### config.mk
export PLATFORM = sky130hd
export DESIGN_NAME = gate_scan_shifter
export DESIGN_NICKNAME = d
export VERILOG_FILES = /design/src/rtl/gate_scan_shifter.sv
export SDC_FILE = /design/constraint.sdc
export NUM_CORES = 1
export LEC_CHECK = 0
export BUFFER_PORTS_ARGS = -buffer_cell sky130_fd_sc_hd__buf_4
export CAP_MARGIN = 25
export CORE_AREA = 2 2 132 134
export CTS_CLUSTER_DIAMETER = 200
export DETAILED_ROUTE_END_ITERATION = 8
export DIE_AREA = 0 0 134 136
export PLACE_DENSITY = 0.7
export SKIP_LAST_GASP = 1
export SLEW_MARGIN = 25
export SYNTH_ARGS = -nofsm -noshare
export SYNTH_HDL_FRONTEND = slang
export SYNTH_SLANG_ARGS = --single-unit
export TNS_END_PERCENT = 100
### constraint.sdc
create_clock -name clk -period 0.8 [get_ports clk]
set_input_delay 0 -clock clk [delete_from_list [all_inputs] [get_ports clk]]
set_output_delay 0 -clock clk [all_outputs]
set_load 0.01 [all_outputs]
### src/rtl/gate_scan_shifter.sv
module gate_scan_shifter #(
  parameter int STAGES = 162,
  parameter int GROUPS = 3
) (
  input  logic              clk,
  input  logic              rst_n,
  input  logic              dir_up,
  input  logic [GROUPS-1:0] gate_off,
  input  logic              pin_a_i,
  output logic              pin_a_o,
  output logic              pin_a_en,
  input  logic              pin_b_i,
  output logic              pin_b_o,
  output logic              pin_b_en,
  output logic [STAGES-1:0] gate_o
);
  logic [STAGES-1:0] stage_q;
  logic              casc_q;

  always_ff @(posedge clk) begin
    if (!rst_n)      stage_q <= '0;
    else if (dir_up) stage_q <= {stage_q[STAGES-2:0], pin_a_i};
    else             stage_q <= {pin_b_i, stage_q[STAGES-1:1]};
  end

  // cascade retimed half a cycle later so the next chip samples a settled value
  always_ff @(negedge clk) begin
    if (!rst_n) casc_q <= 1'b0;
    else        casc_q <= dir_up ? stage_q[STAGES-1] : stage_q[0];
  end

  assign pin_a_en = !dir_up;
  assign pin_b_en = dir_up;
  assign pin_a_o  = casc_q & !dir_up;
  assign pin_b_o  = casc_q & dir_up;

  for (genvar gi = 0; gi < STAGES; gi++) begin : g_line
    assign gate_o[gi] = stage_q[gi] & ~gate_off[gi % GROUPS];
  end
endmodule


==> results of run 1 <==
## worst max-delay path by stage
| stage | slack, ns | startpoint | end |
|---|---|---|---|
| final | -0.65 | casc_q$_SDFF_NN0_ | pin_a_o |
| after global routing | -0.73 | casc_q$_SDFF_NN0_ | pin_a_o |
| after CTS | -0.63 | casc_q$_SDFF_NN0_ | pin_b_o |
| after detailed placement | -0.22 | stage_q[161]$_SDFF_PN0_ | casc_q$_SDFF_NN0_ |
| after global placement | -0.20 | stage_q[161]$_SDFF_PN0_ | casc_q$_SDFF_NN0_ |
| after floorplan | -0.29 | dir_up | casc_q$_SDFF_NN0_ |
## routing by layer
metal | vias to the layer above | GRT usage | part of all wire | routed length [um]
met1 | 2936 | 0.246 | 0.42 | 8800
met2 | 150 | 0.358 | 0.51 | 10700
met5 | - | 0 | 0 | 0
met4 | 0 | 0.0703 | 0.016 | 329
li1 | 2932 | - | - | -
met3 | 24 | 0.0485 | 0.045 | 940
## stage by stage
| stage | utilization | instance area, sq um |
|---|---|---|
| after floorplan | - | 7410 |
| after global placement | 0.529 | 8920 |
| after detailed placement | 0.529 | 8920 |
| final | 0.742 | 12500 |
| after global routing | 0.742 | 12500 |
| after CTS | 0.672 | 11300 |
## area by class of cell
| class | count | area, sq um |
|---|---|---|
| clock buffers | 20 | 447 |
| clock inverters | 13 | 134 |
| fillers | 1055 | 4350 |
| inverters | 1 | 3.75 |
| multi-input cells | 490 | 4640 |
| flip-flops and latches | 163 | 3470 |
| well taps | 225 | 282 |
| repair buffers | 361 | 3550 |
## state kept, by name, summed over array words and instances, names as in the netlist
name / flops
casc_q: 1
stage_q: 162
## logic make-up (layout without fill, tap and decap cells)
logic type    Yosys count  after routing  synth area share
flops                 163            163             0.441
buf+inv                55            395            0.0619
simple gates          327            327             0.277
mux                   163            163             0.221
## cell usage after synthesis
cell / instances
sky130_fd_sc_hd__nor2b_1: 326
sky130_fd_sc_hd__dfxtp_1: 163
sky130_fd_sc_hd__mux2i_1: 163
sky130_fd_sc_hd__clkbuf_1: 31
sky130_fd_sc_hd__buf_12: 11
sky130_fd_sc_hd__buf_4: 5
sky130_fd_sc_hd__buf_8: 4
sky130_fd_sc_hd__inv_1: 2
sky130_fd_sc_hd__and2_1: 1
sky130_fd_sc_hd__buf_2: 1
sky130_fd_sc_hd__buf_6: 1
## tightest hold or removal path, delay by kind of cell
| kind | cells | cell delay, ns |
|---|---|---|
| simple gates | 1 | 0.12 |
| buf+inv | 2 | 0.31 |
## power groups by stage
| stage | Sequential, mW | Clock (mW) | Combinational [mW] |
|---|---|---|---|
| 6_report | 8.13 | 8.09 | 1.23 |
| 5_1_grt | 8.12 | 8.59 | 1.28 |
| 4_1_cts | 8.13 | 8.18 | 1.09 |
| 3_5_place_dp | 8.31 | 0.0156 | 1.00 |
| 3_3_place_gp | 8.31 | 0.0156 | 1.00 |
| 2_1_floorplan | 8.31 | 0.0156 | 0.796 |
## placed cells by master (no fill, tap or decap)
| master | instances |
|---|---|
| sky130_fd_sc_hd__clkinv_2 | 2 |
| sky130_fd_sc_hd__dfxtp_2 | 163 |
| sky130_fd_sc_hd__mux2i_1 | 157 |
| sky130_fd_sc_hd__clkinvlp_4 | 4 |
| sky130_fd_sc_hd__clkinv_1 | 1 |
| sky130_fd_sc_hd__bufinv_16 | 2 |
| sky130_fd_sc_hd__nor2b_4 | 124 |
| sky130_fd_sc_hd__nor2b_1 | 202 |
| sky130_fd_sc_hd__clkbuf_8 | 3 |
| sky130_fd_sc_hd__dlygate4sd3_1 | 3 |
| sky130_fd_sc_hd__clkinv_4 | 1 |
| sky130_fd_sc_hd__and2_4 | 1 |
| sky130_fd_sc_hd__buf_6 | 165 |
| sky130_fd_sc_hd__mux2i_2 | 5 |
| sky130_fd_sc_hd__buf_4 | 175 |
| sky130_fd_sc_hd__clkbuf_1 | 2 |
| sky130_fd_sc_hd__mux2i_4 | 1 |
| sky130_fd_sc_hd__inv_1 | 2 |
| sky130_fd_sc_hd__buf_12 | 16 |
| sky130_fd_sc_hd__inv_6 | 2 |
| sky130_fd_sc_hd__clkbuf_16 | 17 |
## repair_timing
| action | 4_1_cts | 5_1_grt |
|---|---|---|
| gates resized for setup | 273 | 255 |
| gates cloned | 0 | 0 |
| endpoints found under the hold margin | 3 | 0 |
| setup endpoints to repair | 165 | 192 |
| setup buffers | 148 | 17 |
| hold buffers | 3 | 0 |
==> results.ini, run 1 <==
[place]
numPortBuffers = 173
dp.cells = 1078
hpwl_mm = 10.8
gpl.final_weighted_congestion = 0.744
place_worst_setup_slack_ns = -0.216

[global_route]
grt_use_total = 0.204
number_of_antenna_violations_at_the_first_check_in_global_routing = 0
grt_pass1_vias = 5800
wire_length_of_the_first_global_routing_pass_mm = 29.6
globalRoute.totalOverflow = 0
largest_net_degree_at_the_start_of_global_routing = 73

[setup_path]
timing.critical_path.buf_inv = 1
critPathMaxFanout = 2
worst_setup_path_start_kind = register
slowest_delay_ns = 0.34
regToRegStartpoint = stage_q[161]$_SDFF_PN0_
r2r.worst_path.cells = 2
critical_path_top_delay_cell = sky130_fd_sc_hd__dfxtp_2
critical_path.reg2reg.endpoint = casc_q$_SDFF_NN0_
worst_path_dominant_cell_family = flip-flops
path_cells = nor2b_1 -> buf_4
worst-setup-path-type = reg -> out
reg2reg_slack_ns = -0.21
cp_data_required_time_ns = 0.80
logic_depth_of_the_worst_setup_path_including_buffers = 2
cp-end-kind = output port
worst-endpoint-arrival_ns = 1.45

[min_path]
min_delay_path_depth = 3
hold_path.startpoint = rst_n
timing.hold.worst_endpoint = stage_q[3]$_SDFF_PN0_
hold_crit_class = in -> reg

[sta]
finalHoldWorstSlack_ns = 0.0500
unrepaired_setup_endpoints_after_global_routing = true
drv_slew = 0
tightest_slew_ns = 0.982
setup_slack_ns = -0.654
max_slew_margin = 0.346
setup_viol_count_final = 191
final-hold-violation-count = 0
timing.setup.tns_ns = -38.93
fin_skew_ns = 0.0297

[final_layout]
antenna-diode-count = 0
stdcell_count = 1273
areaGrowthSynthToFinish_pct = 69.3
design.final.nets = 1043
share_of_cells_above_drive_strength_1 = 0.650

[power]
switching_share = 0.236
netSwitchingPower_mw = 4.11
power.leakage_nw = 5.25
combinationalPowerShare = 0.070
power_density_nw_per_um2 = 1390
intPower_mw = 13.3
vdd.ir_drop.worst_mv = 1.47
share_seq_of_total_power = 0.466
power.total_mw = 17.4
p_clk_frac = 0.464

[clock_network]
clk_path_buf_depth = 2
clock_slew_at_the_register_clock_pins_of_the_worst_setup_and_hold_paths_ns = 0.06
ctsHtreeMaxLevel = 4
tritoncts = built
numCtsBuffers = 17
clock_sink_count = 163
worstSkewPairLatency_ns = 0.45
root_buffer = sky130_fd_sc_hd__clkbuf_16

[route]
viasPerCell = 4.75
ant_nets = 0
drcViolationCount = 0
detail_route.first_pass.iterations = 4
num_vias = 6042
detail_route.wirelength_mm = 20.7
dr.first_iter.drc_count = 204
post_drt_wl_per_cell_um = 16.3

[synth]
synthDistinctLibCells = 11
yosys_reg_bits = 163
synth_top_cells_by_area = sky130_fd_sc_hd__dfxtp_1, sky130_fd_sc_hd__nor2b_1, sky130_fd_sc_hd__mux2i_1
yosys.area.top_type_share = 0.441
syn_area_per_cell_sq_um = 10.4
ys.warnings.count = 0
post_syn_nets = 716
netlist_area_sq_um = 7400
synth_cells = 708
seq_area_frac_synth = 0.441
synthDominantAreaCellType = sky130_fd_sc_hd__dfxtp_1

[die]
die-width_um = 134
ioPinCount = 174
start_util = 0.438
core.rowCount = 48
floorplan.die_area_sq_um = 18200
die_y_um = 136
floorplan.core_area_sq_um = 16900

[outcome]
failed_checks = setup timing
status = finished with violations

[job]
max_cap_violations = 0

Note: power is estimated with default switching activity, not from simulation.
==> inputs of run 2 (changes only) <==
Settings changed: CORE_AREA 2 2 132 134 to 2 2 149 151, DIE_AREA 0 0 134 136 to 0 0 151 153, GPL_TIMING_DRIVEN set to 0, PLACE_DENSITY 0.7 to unset.
==> run 2 against run 1 <==
Clock-buffer cell count is 2 lower. Setup slack better by 0.044 ns. Total power shrank 2.5%. Clock power decreased by 6.1%. Final cell count rose by 6.2%. Critical path type unchanged. Final area rose by 2.1%. Combinational power rose by 5%. Via count about the same. The flow still finishes with violations (setup timing). Die area grew 27%. Clock skew shrank 0.0027 ns.
==> results.ini, run 2 (synthesis gave the netlist of run 1 again) <==
[clock_network]
worstSkewPairLatency_ns = 0.44  ; about the same
clk_path_buf_depth = 2  ; unchanged
tritoncts = built
ctsHtreeMaxLevel = 4  ; unchanged
root_buffer = sky130_fd_sc_hd__clkbuf_16
clock_slew_at_the_register_clock_pins_of_the_worst_setup_and_hold_paths_ns = 0.07  ; about the same
clock_sink_count = 163  ; unchanged
numCtsBuffers = 17  ; unchanged

[place]
dp.cells = 1159  ; +7.5%
gpl.final_weighted_congestion = 0.742  ; -0.24%
numPortBuffers = 171  ; -1.2%
hpwl_mm = 12.9  ; +19%

[power]
power.leakage_nw = 5.30  ; +0.83%
vdd.ir_drop.worst_mv = 1.35  ; -8.5%
power_density_nw_per_um2 = 1330  ; -4.5%

[sta]
timing.setup.tns_ns = -35.94  ; +3.00 ns
drv_slew = 0  ; unchanged
unrepaired_setup_endpoints_after_global_routing = true
final-hold-violation-count = 0  ; unchanged
fin_skew_ns = 0.0270  ; -0.00266 ns
setup_viol_count_final = 181  ; -5.2%
finalHoldWorstSlack_ns = 0.0345  ; -0.0154 ns
setup_slack_ns = -0.610  ; +0.0444 ns
max_slew_margin = 0.587  ; +0.242
tightest_slew_ns = 0.619  ; -0.362 ns

[die]
die_y_um = 153  ; +13%
floorplan.die_area_sq_um = 23100  ; +27%
die-width_um = 151  ; +13%
ioPinCount = 174  ; unchanged
core.rowCount = 54  ; +13%
start_util = 0.344  ; -0.0941
floorplan.core_area_sq_um = 21500  ; +27%

[final_layout]
share_of_cells_above_drive_strength_1 = 0.660  ; +0.00971
largest_register_ff_count = 162  ; unchanged
areaGrowthSynthToFinish_pct = 72.8
post-route-util = 0.595  ; -0.147
stdcell_count = 1352  ; +6.2%
layout.cells.most_common = sky130_fd_sc_hd__nor2b_1
antenna-diode-count = 0  ; unchanged
design.final.nets = 1068  ; +2.4%
mostFrequentLayoutCells = sky130_fd_sc_hd__nor2b_1, sky130_fd_sc_hd__buf_6, sky130_fd_sc_hd__dfxtp_2, sky130_fd_sc_hd__mux2i_1, sky130_fd_sc_hd__buf_4
reg_top3 = stage_q: 162 flops, casc_q: 1 flops
max_flop_register = stage_q
number_of_filler_instances_in_the_final_layout = 1802  ; +71%

[setup_path]
cp_data_required_time_ns = 0.80  ; about the same
critical_path_top_delay_cell = sky130_fd_sc_hd__dfxtp_2
worst_setup_path_start_kind = register
timing.critical_path.buf_inv = 1  ; unchanged
cp-end-kind = output port
worst-endpoint-arrival_ns = 1.41  ; -0.04 ns
critPathMaxFanout = 2  ; unchanged
regToRegStartpoint = stage_q[0]$_SDFF_PN0_
path_cells = nor2b_4 -> buf_6
slowest_delay_ns = 0.32  ; -0.02 ns
worst-setup-path-type = reg -> out
startpoint = casc_q$_SDFF_NN0_
worst_path_dominant_cell_family = flip-flops

[global_route]
grt_pass1_vias = 6214  ; +7.1%
met3_usage = 0.0304  ; -0.0180
wire_length_of_the_first_global_routing_pass_mm = 33.1  ; +12%
grt-busiest-layer = met2
largest_net_degree_at_the_start_of_global_routing = 17  ; -77%
number_of_antenna_violations_at_the_first_check_in_global_routing = 0  ; unchanged
grt_use_met2 = 0.308  ; -0.0503
grt_util_met1 = 0.237  ; -0.00947
globalRoute.totalOverflow = 0  ; unchanged
grt_use_total = 0.182  ; -0.0226

[route]
num_vias = 6043  ; +0.017%
viasPerCell = 4.47  ; -5.8%
detail_route.wirelength_mm = 21.2  ; +2.0%
drcViolationCount = 0  ; unchanged
dr.first_iter.drc_count = 205  ; +0.49%
post_drt_wl_per_cell_um = 15.6  ; -4.0%
detail_route.first_pass.iterations = 4  ; unchanged
ant_nets = 0  ; unchanged

[min_path]
hold_crit_class = in -> reg
hold_path.startpoint = dir_up

[job]
max_cap_violations = 0  ; unchanged

[outcome]
failed_checks = setup timing
status = finished with violations

==> run 2: changes by cell type in the layout (fill, tap and decap cells not counted), moves of 13 or more <==
cell | before | now
sky130_fd_sc_hd__buf_4 | 175 | 155
sky130_fd_sc_hd__buf_6 | 165 | 180
sky130_fd_sc_hd__clkbuf_1 | 2 | 15
sky130_fd_sc_hd__clkbuf_2 | 0 | 14
sky130_fd_sc_hd__nor2b_1 | 202 | 187
sky130_fd_sc_hd__nor2b_4 | 124 | 139
==> run 2: power by group <==
part	switching [mW]	total [mW]	internal [mW]
registers	0.00899	8.12	8.11
logic	0.756	1.29	0.530
clock network	3.52	7.60	4.08
total	4.28	17.0	12.7
==> run 2: stage by stage <==
step           total power [mW]  setup slack, ns  area [sq um]
2_1_floorplan              9.12           -0.295          7410
3_3_place_gp               9.39           -0.668          9050
3_5_place_dp               9.39           -0.689          9050
4_1_cts                    17.1           -0.624         11900
5_1_grt                    17.7           -0.654         12800
6_report                   17.0           -0.610         12800
==> run 2: timing repair <==
| item | in CTS | in global routing |
|---|---|---|
| endpoints found under the setup margin | 165 | 200 |
| hold buffers | 2 | 0 |
| gates resized for setup | 401 | 198 |
| hold endpoints to repair | 2 | 0 |
| buffers inserted | 149 | 18 |
| pin swaps | 1 | 0 |
==> run 2: per-layer routing <==
metal / share of wire / wire length [um]
met1: 0.45 / 9470
met2: 0.51 / 10700
met3: 0.032 / 672
met4: 0.014 / 293
met5: 0 / 0
==> run 2: cell type report <==
class | instances | area, sq um | share of cell area
Clock inverter | 14 | 105 | 0.00822
Clock buffer | 18 | 439 | 0.0344
Timing Repair Buffer | 333 | 3180 | 0.249
Inverter | 1 | 3.75 | 0.000294
Sequential cell | 163 | 3470 | 0.271
Multi-Input combinational cell | 490 | 4750 | 0.371
Buffer | 53 | 487 | 0.0381
Tap cell | 280 | 350 | 0.0274
==> run 2: worst register-to-register path: cells and delay by family (launching register included) <==
kind	cells	cell delay [ns]
mux	1	0.12
simple gates	1	0.06
flops	1	0.36
==> run 2: final timing paths <==
kind                                   to  slack [ns]  cells after the start
setup / recovery                  pin_a_o       -0.61                      2
hold / removal    stage_q[161]$_SDFF_PN0_        0.03                      4
setup reg to reg        casc_q$_SDFF_NN0_       -0.23                      2
hold reg to reg     stage_q[0]$_SDFF_PN0_        0.53                      2
